**config.mk**
```make
export PLATFORM = sky130hd
export DESIGN_NAME = cmdseq_decoder
export DESIGN_NICKNAME = d
export VERILOG_FILES = /design/src/rtl/fcs_pkg.sv /design/src/rtl/fcs_match.sv /design/src/rtl/fcs_seq.sv /design/src/rtl/fcs_rdout.sv /design/src/rtl/cmdseq_decoder.sv
export SDC_FILE = /design/constraint.sdc
export NUM_CORES = 1
export LEC_CHECK = 0
export ABC_AREA = 1
export CAP_MARGIN = 20
export CORE_MARGIN = 5
export CORE_UTILIZATION = 33
export DETAILED_ROUTE_END_ITERATION = 6
export SLEW_MARGIN = 0
export SYNTH_ARGS = -nofsm -noshare
export SYNTH_HDL_FRONTEND = slang
export SYNTH_SLANG_ARGS = --single-unit
```
**constraint.sdc**
```tcl
create_clock -name clk -period 3.4 [get_ports clk]
set_clock_uncertainty 0.1 [all_clocks]
set_input_delay 0.51 -clock clk [delete_from_list [all_inputs] [get_ports clk]]
set_output_delay 0.51 -clock clk [all_outputs]
set_load 0.1 [all_outputs]
```
**src/rtl/fcs_pkg.sv**
```systemverilog
package fcs_pkg;
  typedef enum logic [2:0] {
    MD_READ   = 3'd0,
    MD_IDENT  = 3'd1,
    MD_BYPASS = 3'd2,
    MD_BUSY   = 3'd3,
    MD_FAULT  = 3'd4
  } mode_t;

  typedef enum logic [3:0] {
    ST_IDLE, ST_U1, ST_U2, ST_PDATA, ST_E1, ST_E2, ST_E3, ST_BPDATA, ST_BEXIT
  } step_t;

  typedef enum logic [1:0] {
    SRC_ARRAY  = 2'd0,
    SRC_IDENT  = 2'd1,
    SRC_STATUS = 2'd2
  } src_t;

  localparam logic [7:0] CD_KEY1     = 8'hAA;
  localparam logic [7:0] CD_KEY2     = 8'h55;
  localparam logic [7:0] CD_RESET    = 8'hF0;
  localparam logic [7:0] CD_IDENT    = 8'h90;
  localparam logic [7:0] CD_PROG     = 8'hA0;
  localparam logic [7:0] CD_BYPASS   = 8'h20;
  localparam logic [7:0] CD_ERASE    = 8'h80;
  localparam logic [7:0] CD_ERASE_GO = 8'h10;
endpackage

```
**src/rtl/fcs_match.sv**
```systemverilog
module fcs_match #(
  parameter int CW = 11,
  parameter logic [CW-1:0] KEY_A = 11'h555,
  parameter logic [CW-1:0] KEY_B = 11'h2AA
) (
  input  logic [CW-1:0] addr_lo,
  output logic          hit_a,
  output logic          hit_b
);
  assign hit_a = (addr_lo == KEY_A);
  assign hit_b = (addr_lo == KEY_B);
endmodule

```
**src/rtl/fcs_seq.sv**
```systemverilog
module fcs_seq
  import fcs_pkg::*;
#(
  parameter int AW = 16
) (
  input  logic          clk,
  input  logic          rst,
  input  logic          wr_en,
  input  logic [AW-1:0] wr_addr,
  input  logic [7:0]    wr_data,
  input  logic          hit_a,
  input  logic          hit_b,
  input  logic          eng_done,
  input  logic          eng_fail,
  output mode_t         mode_q,
  output logic          launch,
  output logic          prog_start,
  output logic          erase_start,
  output logic [AW-1:0] op_addr,
  output logic [7:0]    op_data,
  output logic          op_erase
);
  step_t step_q, step_d;
  mode_t mode_d;
  logic  byp_q, byp_d, pgo, ego;

  always_comb begin
    mode_d = mode_q;
    step_d = step_q;
    byp_d  = byp_q;
    pgo    = 1'b0;
    ego    = 1'b0;
    case (mode_q)
      MD_BUSY: begin
        if (eng_fail)      mode_d = MD_FAULT;
        else if (eng_done) mode_d = byp_q ? MD_BYPASS : MD_READ;
      end
      MD_FAULT: begin
        if (wr_en && wr_data == CD_RESET) mode_d = byp_q ? MD_BYPASS : MD_READ;
      end
      default: begin
        if (wr_en) begin
          step_d = ST_IDLE;
          case (step_q)
            ST_IDLE: begin
              if (mode_q == MD_BYPASS) begin
                if (wr_data == CD_PROG)       step_d = ST_BPDATA;
                else if (wr_data == CD_IDENT) step_d = ST_BEXIT;
                else                          mode_d = MD_READ;
              end else if (wr_data == CD_KEY1 && hit_a) step_d = ST_U1;
              else mode_d = MD_READ;
            end
            ST_U1: begin
              if (wr_data == CD_KEY2 && hit_b) step_d = ST_U2;
              else mode_d = MD_READ;
            end
            ST_U2: begin
              if (hit_a && wr_data == CD_IDENT)       mode_d = MD_IDENT;
              else if (hit_a && wr_data == CD_PROG)   step_d = ST_PDATA;
              else if (hit_a && wr_data == CD_BYPASS) mode_d = MD_BYPASS;
              else if (hit_a && wr_data == CD_ERASE)  step_d = ST_E1;
              else                                    mode_d = MD_READ;
            end
            ST_PDATA: begin
              pgo = 1'b1; mode_d = MD_BUSY; byp_d = 1'b0;
            end
            ST_E1: begin
              if (wr_data == CD_KEY1 && hit_a) step_d = ST_E2;
              else mode_d = MD_READ;
            end
            ST_E2: begin
              if (wr_data == CD_KEY2 && hit_b) step_d = ST_E3;
              else mode_d = MD_READ;
            end
            ST_E3: begin
              if (wr_data == CD_ERASE_GO && hit_a) begin
                ego = 1'b1; mode_d = MD_BUSY; byp_d = 1'b0;
              end else mode_d = MD_READ;
            end
            ST_BPDATA: begin
              pgo = 1'b1; mode_d = MD_BUSY; byp_d = 1'b1;
            end
            default: mode_d = MD_READ;
          endcase
        end
      end
    endcase
  end

  assign launch = pgo | ego;

  always_ff @(posedge clk) begin
    if (rst) begin
      mode_q      <= MD_READ;
      step_q      <= ST_IDLE;
      byp_q       <= 1'b0;
      prog_start  <= 1'b0;
      erase_start <= 1'b0;
      op_addr     <= '0;
      op_data     <= '0;
      op_erase    <= 1'b0;
    end else begin
      mode_q      <= mode_d;
      step_q      <= step_d;
      byp_q       <= byp_d;
      prog_start  <= pgo;
      erase_start <= ego;
      if (pgo) begin
        op_addr <= wr_addr;
        op_data <= wr_data;
      end
      if (launch) op_erase <= ego;
    end
  end

  assert_busy_hold_R9: assert property (@(posedge clk) disable iff (rst)
    (mode_q == MD_BUSY && !eng_done && !eng_fail) |=>
      (mode_q == MD_BUSY && !prog_start && !erase_start));
  assert_start_excl_R6: assert property (@(posedge clk) disable iff (rst)
    $onehot0({prog_start, erase_start}));
  assert_start_from_write_R5: assert property (@(posedge clk) disable iff (rst)
    prog_start |-> $past(wr_en));
  assert_pulse_single_R5: assert property (@(posedge clk) disable iff (rst)
    prog_start |=> !prog_start);
  assert_fault_hold_R11: assert property (@(posedge clk) disable iff (rst)
    (mode_q == MD_FAULT && !(wr_en && wr_data == CD_RESET)) |=> mode_q == MD_FAULT);
endmodule

```
**src/rtl/fcs_rdout.sv**
```systemverilog
module fcs_rdout
  import fcs_pkg::*;
#(
  parameter logic [7:0] MFR_CODE = 8'h20,
  parameter logic [7:0] DEV_CODE = 8'h27
) (
  input  logic       clk,
  input  logic       rst,
  input  logic       rd_en,
  input  logic [1:0] rd_addr_lo,
  input  mode_t      mode_q,
  input  logic       launch,
  input  logic       op_erase,
  input  logic       op_bit7,
  output logic       rd_valid,
  output src_t       rd_src,
  output logic [7:0] rd_byte
);
  logic tgl_q;
  logic in_status;

  assign in_status = (mode_q == MD_BUSY) || (mode_q == MD_FAULT);

  always_ff @(posedge clk) begin
    if (rst) begin
      rd_valid <= 1'b0;
      rd_src   <= SRC_ARRAY;
      rd_byte  <= 8'h00;
      tgl_q    <= 1'b0;
    end else begin
      rd_valid <= rd_en;
      if (launch) tgl_q <= 1'b0;
      else if (rd_en && in_status) tgl_q <= ~tgl_q;
      if (rd_en) begin
        if (in_status) begin
          rd_src  <= SRC_STATUS;
          rd_byte <= {(op_erase ? 1'b0 : ~op_bit7), tgl_q,
                      (mode_q == MD_FAULT), 5'b0};
        end else if (mode_q == MD_IDENT) begin
          rd_src  <= SRC_IDENT;
          rd_byte <= rd_addr_lo[1] ? 8'h00 : (rd_addr_lo[0] ? DEV_CODE : MFR_CODE);
        end else begin
          rd_src  <= SRC_ARRAY;
          rd_byte <= 8'h00;
        end
      end
    end
  end

  assert_rd_valid_R12: assert property (@(posedge clk) disable iff (rst)
    rd_en |=> rd_valid);
  assert_toggle_flip_R10: assert property (@(posedge clk) disable iff (rst)
    (rd_en && in_status && !launch && $past(rd_en) && $past(in_status) && rd_valid)
      |=> (rd_byte[6] != $past(rd_byte[6])));
endmodule

```
**src/rtl/cmdseq_decoder.sv**
```systemverilog
module cmdseq_decoder
  import fcs_pkg::*;
#(
  parameter int AW = 16,
  parameter int CW = 11
) (
  input  logic          clk,
  input  logic          rst,
  input  logic          wr_en,
  input  logic [AW-1:0] wr_addr,
  input  logic [7:0]    wr_data,
  input  logic          rd_en,
  input  logic [1:0]    rd_addr_lo,
  input  logic          eng_done,
  input  logic          eng_fail,
  output logic [2:0]    mode,
  output logic          prog_start,
  output logic          erase_start,
  output logic [AW-1:0] op_addr,
  output logic [7:0]    op_data,
  output logic          rd_valid,
  output logic [1:0]    rd_src,
  output logic [7:0]    rd_byte
);
  logic  hit_a, hit_b, launch, op_erase;
  mode_t md;
  src_t  src;

  fcs_match #(.CW(CW)) u_match (
    .addr_lo(wr_addr[CW-1:0]), .hit_a(hit_a), .hit_b(hit_b)
  );

  fcs_seq #(.AW(AW)) u_seq (
    .clk(clk), .rst(rst), .wr_en(wr_en), .wr_addr(wr_addr), .wr_data(wr_data),
    .hit_a(hit_a), .hit_b(hit_b), .eng_done(eng_done), .eng_fail(eng_fail),
    .mode_q(md), .launch(launch), .prog_start(prog_start),
    .erase_start(erase_start), .op_addr(op_addr), .op_data(op_data),
    .op_erase(op_erase)
  );

  fcs_rdout u_rd (
    .clk(clk), .rst(rst), .rd_en(rd_en), .rd_addr_lo(rd_addr_lo),
    .mode_q(md), .launch(launch), .op_erase(op_erase), .op_bit7(op_data[7]),
    .rd_valid(rd_valid), .rd_src(src), .rd_byte(rd_byte)
  );

  assign mode   = md;
  assign rd_src = src;
endmodule

```
==> metrics.md, run 1 <==
| Metric | Value |
|---|---|
| Share of the synthesized area in the top cell type | 0.400 |
| M1 WL | 2.79 mm |
| Inst Count DP | 453 |
| Share of post-route cells with drive strength above 1 | 0.0651 |
| Hold_buf cts | 0 |
| Routed WL | 6.10 mm |
| Critical-path top delay cell | clkdlybuf4s50_1 |
| Final Max Tran Viols | 0 |
| Critical path class | flop to output port |
| Post-route DRC | 0 |
| Post-synth EDFFs | 0 |
| H-tree depth | 2 |
| Power Density | 330 mW/mm2 |
| Finish-stage setup viols | 0 |
| Tmin final | 2.44 ns |
| Max_slew headroom | 0.328 |
| Data arrival, critical path | 1.83 ns |
| Ys async rst share | 0 |
| CP top delay family | buffers and inverters |
| Syn_area_per_cell | 6.77 um2 |
| Antenna Violating Nets Remaining | 0 |
| DR WL met2 | 2.69 mm |
| Register area share after synthesis | 0.400 |
| DR top layer | met4 |
| Die Height | 90.8 um |
| PortBufs | 69 |
| TritonRoute pass-1 iters | 4 |
| P&R area growth vs syn | 36.6% |
| Setup TNS | 0 ns |
| # diodes | 0 |
| CP cell instances | clkdlybuf4s50_1 |
| Flop and latch count out of synthesis | 43 |
| Worst path bufs/invs | 1 |
| Max FO, Critical Path | 4 |
| CTS max path bufs | 2 |
| Row count | 29 |
| Post-Synthesis Cells | 318 |
| Met3 WL | 584 um |
| Hold Crit Class | flop to flop |
| CTS tree | yes |
| Die width | 90.8 um |
| Total congestion overflow | 0 |
| Post-CTS Setup Inserts | 0 |
| Startpoint types | flop |
| Leakage power | 1.20 nW |
| Initial Util | 0.339 |
| Gr usage total | 0.153 |
| Clk sinks | 43 |
| Synth Cell Area | 0.00215 mm2 |
| Core area | 0.00635 mm2 |
| Final Hold Viols | 0 |
| Worst-Skew Late Latency | 0.29 ns |
| Top post-synthesis cells by area | dfxtp_1 40%, nor2_1 10%, nand2_1 9.4%, inv_1 6.5%, a21oi_1 6.3% |
| Via-per-instance ratio | 4.72 |
| DIE AREA | 0.00824 mm2 |
| Max cap viols | 0 |
| Worst Setup End Kind | output port |
| Commonest non-fill, non-tap cell in the layout | clkdlybuf4s50_1 |
| Antenna violations before repair | 0 |
| CTS resizes | 0 |
| WL per Instance | 13.2 um |
| Final Wtd Congestion | 0.869 |
| Via Count | 2174 |
| Dominant synthesized flop cell | dfxtp_1 |
| Largest net degree at the start of global routing | 41 |
| Maximum VDD drop | 0.184 mV |
| Initial DRC Count | 136 |
| Fmax | 410 MHz |
| Total Nets Final | 415 |
| Status | finished clean |
| WHS | 0.371 ns |
| Synth Warn # | 0 |
| Yosys cell types | 30 |
| Yosys top cell by area | dfxtp_1 |
| Hpwl dp | 4.67 mm |
| Cts bufs inserted | 5 |
| CP peak stage delay | 1.16 ns |
| First-pass GRT wire length | 10.5 mm |
| CTS root buffer | clkbuf_8 |
| Vias in the first global route | 2207 |
| Worst path required time | 2.79 ns |
| I/O pin count | 72 |
| Final std cells w/o fill | 461 |
| RSZ-0062 raised after global routing | false |
| Clock slew at reported path FFs | 0.08 ns |
| Slew @ Worst Pin | 1.00 ns |
| Final cycle utilization of the critical path | 0.717 |
| Most frequent cells in the layout | 66 x clkdlybuf4s50_1, 60 x nor2_1, 54 x nand2_1 |
## where the power goes
group,internal [mW],switching [mW]
logic,0.0513,0.0867
clock network,0.145,0.177
registers,0.507,0.00359
## per-stage QoR
stage	power, mW	util	setup slack, ns	cell area, um2
6_report	0.970	0.463	0.961	2940
5_1_grt	1.01	0.463	0.901	2940
4_1_cts	0.979	0.463	0.943	2940
3_5_place_dp	0.661	0.450	0.897	2860
3_3_place_gp	0.661	0.450	0.873	2860
2_1_floorplan	0.602	-	1.13	2160
## state kept, by name, indices dropped and copies added (netlist names), 2 cells and up
register	flops
u_seq.op_addr	16
u_seq.op_data	8
u_rd.rd_byte	4
u_rd.rd_src	2
u_seq.step_q	4
u_seq.mode_q	3
## logic make-up after synthesis
| group | after synthesis | synth area share |
|---|---|---|
| xor gates and xnor gates | 1 | 0.00407 |
| other | 1 | 0.00174 |
| and+or+nand+nor | 161 | 0.340 |
| buffers and inverters | 52 | 0.109 |
| DFF | 43 | 0.400 |
| AOI/OAI and AO/OA | 60 | 0.145 |
## worst paths after layout
kind / start / end / slack (ns) / cells after the start
worst max-delay path: u_rd.rd_byte[2] / rd_byte[0] / 0.96 / 1
worst min-delay path: u_rd.rd_byte[7] / u_rd.rd_byte[7] / 0.37 / 2
worst max register to register: u_seq.mode_q[2] / u_seq.byp_q / 1.11 / 10
worst min register to register: u_rd.rd_byte[7] / u_rd.rd_byte[7] / 0.37 / 2
## routing by layer
metal	vias to the layer above	GRT usage
met5	-	0
li1	1148	-
met3	5	0.0625
met1	956	0.190
met4	0	0.0372
met2	65	0.245
## cells in the mapped netlist (2+ instances only)
library cell	count
buf_6	2
nand2_1	54
buf_2	2
o21ai_0	27
nand4_1	5
buf_4	6
o2111ai_1	2
nand3b_1	2
dfxtp_1	43
nor2_1	60
nor3_1	6
nor3_2	2
nor2_2	3
a21oi_1	27
nand2_2	4
nand3_1	20
clkbuf_1	3
inv_1	37
nor2_4	2
## cell type report
class,instances,area [um2]
Tap cell,77,96.3
Multi-Input combinational cell,224,1060
Clock inverter,1,5.00
Sequential cell,43,861
Timing Repair Buffer,71,698
Inverter,38,143
Fill cell,660,3410
Clock buffer,7,76.3
No activity file was read; power rests on OpenSTA's default activity.
==> inputs of run 2 (changes only) <==
==> constraint.sdc (replaced) <==
create_clock -name clk -period 2.05 [get_ports clk]
set_clock_uncertainty 0.1 [all_clocks]
set_input_delay 0.3075 -clock clk [delete_from_list [all_inputs] [get_ports clk]]
set_output_delay 0.3075 -clock clk [all_outputs]
set_load 0.1 [all_outputs]
==> run 2 against run 1 <==
Effect of this change: clock power grew 70%; total power rose by 70%; register-to-register slack worse by 0.86 ns; worst setup slack worse by 0.71 ns; cell area is 4.6% higher; non-clock buffer count rose by 26; first-iteration DRC count decreased by 18%; critical path depth rose by 8; sequential share of layout area down 1.2 points; utilization increased by 2.1 points.
==> metrics.md, run 2 (synthesis gave the netlist of run 1 again) <==
| Metric | Value |
|---|---|
| Worst reg2reg setup slack | 0.25 ns |
| Final Core Density | 0.484 |
| Maximum VDD drop | 0.258 mV |
| Switching power share of the total | 0.281 |
| Clk sinks | 43 |
| Combinational share of power | 0.155 |
| Most frequent cells in the layout | 65 x buf_4, 59 x nor2_1, 54 x nand2_1 |
| Initial Util | 0.339 |
| Row count | 29 |
| Leakage power | 1.40 nW |
| CP peak stage delay | 0.42 ns |
| Final Max Tran Viols | 0 |
| Startpoint types | flop |
| Worst path required time | 2.16 ns |
| Cts bufs inserted | 5 |
| Biggest regs | u_seq.op_addr: 16 flops, u_seq.op_data: 8 flops |
| # diodes | 0 |
| Post-route DRC | 0 |
| Critical-path top delay cell | dfxtp_2 |
| Top reg by flops | u_seq.op_addr |
| Gr usage total | 0.148 |
| Post-CTS Setup Inserts | 0 |
| TritonRoute pass-1 iters | 4 |
| Total congestion overflow | 0 |
| Via Count | 2282 |
| P&R area growth vs syn | 42.8% |
| Final std cells w/o fill | 487 |
| Hold_buf cts | 0 |
| CTS max path bufs | 2 |
| Antenna violations before repair | 0 |
| Via-per-instance ratio | 4.69 |
| Sw Pwr | 0.464 mW |
| FF/Latch Area | 865 um2 |
| DIE AREA | 0.00824 mm2 |
| CTS tree | yes |
| Max reg flops | 16 |
| Fmax | 557 MHz |
| Power Density | 537 mW/mm2 |
| Commonest non-fill, non-tap cell in the layout | buf_4 |
| Fillers | 679 |
| Internal | 1.19 mW |
| CP cell instances | nor3_2, buf_4, nor2_8, nand2_4, nor2_2, inv_1, nor2_1, nand2_1, o31ai_1 |
| Max FO, Critical Path | 11 |
| Worst Setup End Kind | flop |
| PortBufs | 69 |
| Core area | 0.00635 mm2 |
| Routed WL | 6.12 mm |
| Tmin final | 1.80 ns |
| Share of post-route cells with drive strength above 1 | 0.224 |
| Final Hold Viols | 0 |
| Flop pwr share | 0.513 |
| Critical path class | flop to flop |
| Multi-input combinational cell area | 0.00107 mm2 |
| Largest net degree at the start of global routing | 40 |
| Data arrival, critical path | 1.90 ns |
| Worst-Skew Late Latency | 0.30 ns |
| Total Nets Final | 441 |
| Antenna Violating Nets Remaining | 0 |
| Clock network power share | 0.332 |
| Hold Crit Class | flop to flop |
| First-pass GRT wire length | 10.1 mm |
| Vias in the first global route | 2189 |
| Max cap viols | 0 |
| Initial DRC Count | 111 |
| Die Height | 90.8 um |
| WL per Instance | 12.6 um |
| Die width | 90.8 um |
| WHS | 0.366 ns |
| Final cycle utilization of the critical path | 0.876 |
| Inst Count DP | 479 |
| Finish-stage setup viols | 0 |
| CTS root buffer | clkbuf_8 |
| Status | finished clean |
| Final Wtd Congestion | 0.875 |
| Clock slew at reported path FFs | 0.09 ns |
| H-tree depth | 2 |
| Hpwl dp | 4.72 mm |
| I/O pin count | 72 |
run 2: path summary, 6_finish.rpt:
path | start | end | cells after the start
min reg2reg | u_rd.rd_byte[6] | u_rd.rd_byte[6] | 2
min | u_rd.rd_byte[6] | u_rd.rd_byte[6] | 2
max | u_seq.mode_q[1] | u_seq.byp_q | 9
max reg2reg | u_seq.mode_q[1] | u_seq.byp_q | 9
run 2: final cells by class:
cell class              instances  area share
flip-flops and latches         43       0.281
inverters                      38      0.0464
repair buffers                 97       0.266
multi-input cells             224       0.347
clock inverters                 2     0.00407
clock buffers                   6      0.0236
well taps                      77      0.0313
run 2: timing repair:
| action | 4_1_cts | 5_1_grt |
|---|---|---|
| gates resized for setup | 0 | 2 |
| endpoints found under the hold margin | 0 | 0 |
| setup endpoints to repair | 0 | 3 |
run 2: power groups by stage:
stage | combinational, mW | sequential [mW] | clock [mW]
final | 0.256 | 0.847 | 0.548
after global routing | 0.277 | 0.849 | 0.602
after CTS | 0.258 | 0.848 | 0.567
after detailed placement | 0.257 | 0.867 | 0
after global placement | 0.257 | 0.867 | 0
after floorplan | 0.0885 | 0.911 | 0
run 2: layer usage:
layer  global-route usage  part of all wire  routed length, um  up-vias
met5                    0                 0                  0        -
met4               0.0372            0.0057                 35        0
met3               0.0608             0.090                550        4
met1                0.183              0.45               2770     1007
li1                     -                 -                  -     1202
met2                0.236              0.45               2760       69
run 2: metrics by stage:
stage / instance area (um2) / total power, mW / setup slack, ns / TNS (ns)
finish: 3070 / 1.65 / 0.255 / 0
global route: 3070 / 1.73 / -0.00888 / -0.00888
CTS: 3070 / 1.67 / 0.189 / 0
detailed placement: 2980 / 1.12 / -0.134 / -0.505
global placement: 2980 / 1.12 / -0.0870 / -0.317
floorplan: 2160 / 0.999 / 0.155 / 0
run 2: worst max-delay path: cells and delay by family (launching register included):
| family | cells | cell delay (ns) |
|---|---|---|
| buffers and inverters | 2 | 0.38 |
| AO/OA/AOI/OAI | 1 | 0.07 |
| AND/OR/NAND/NOR | 6 | 0.73 |
| flip-flops | 1 | 0.42 |
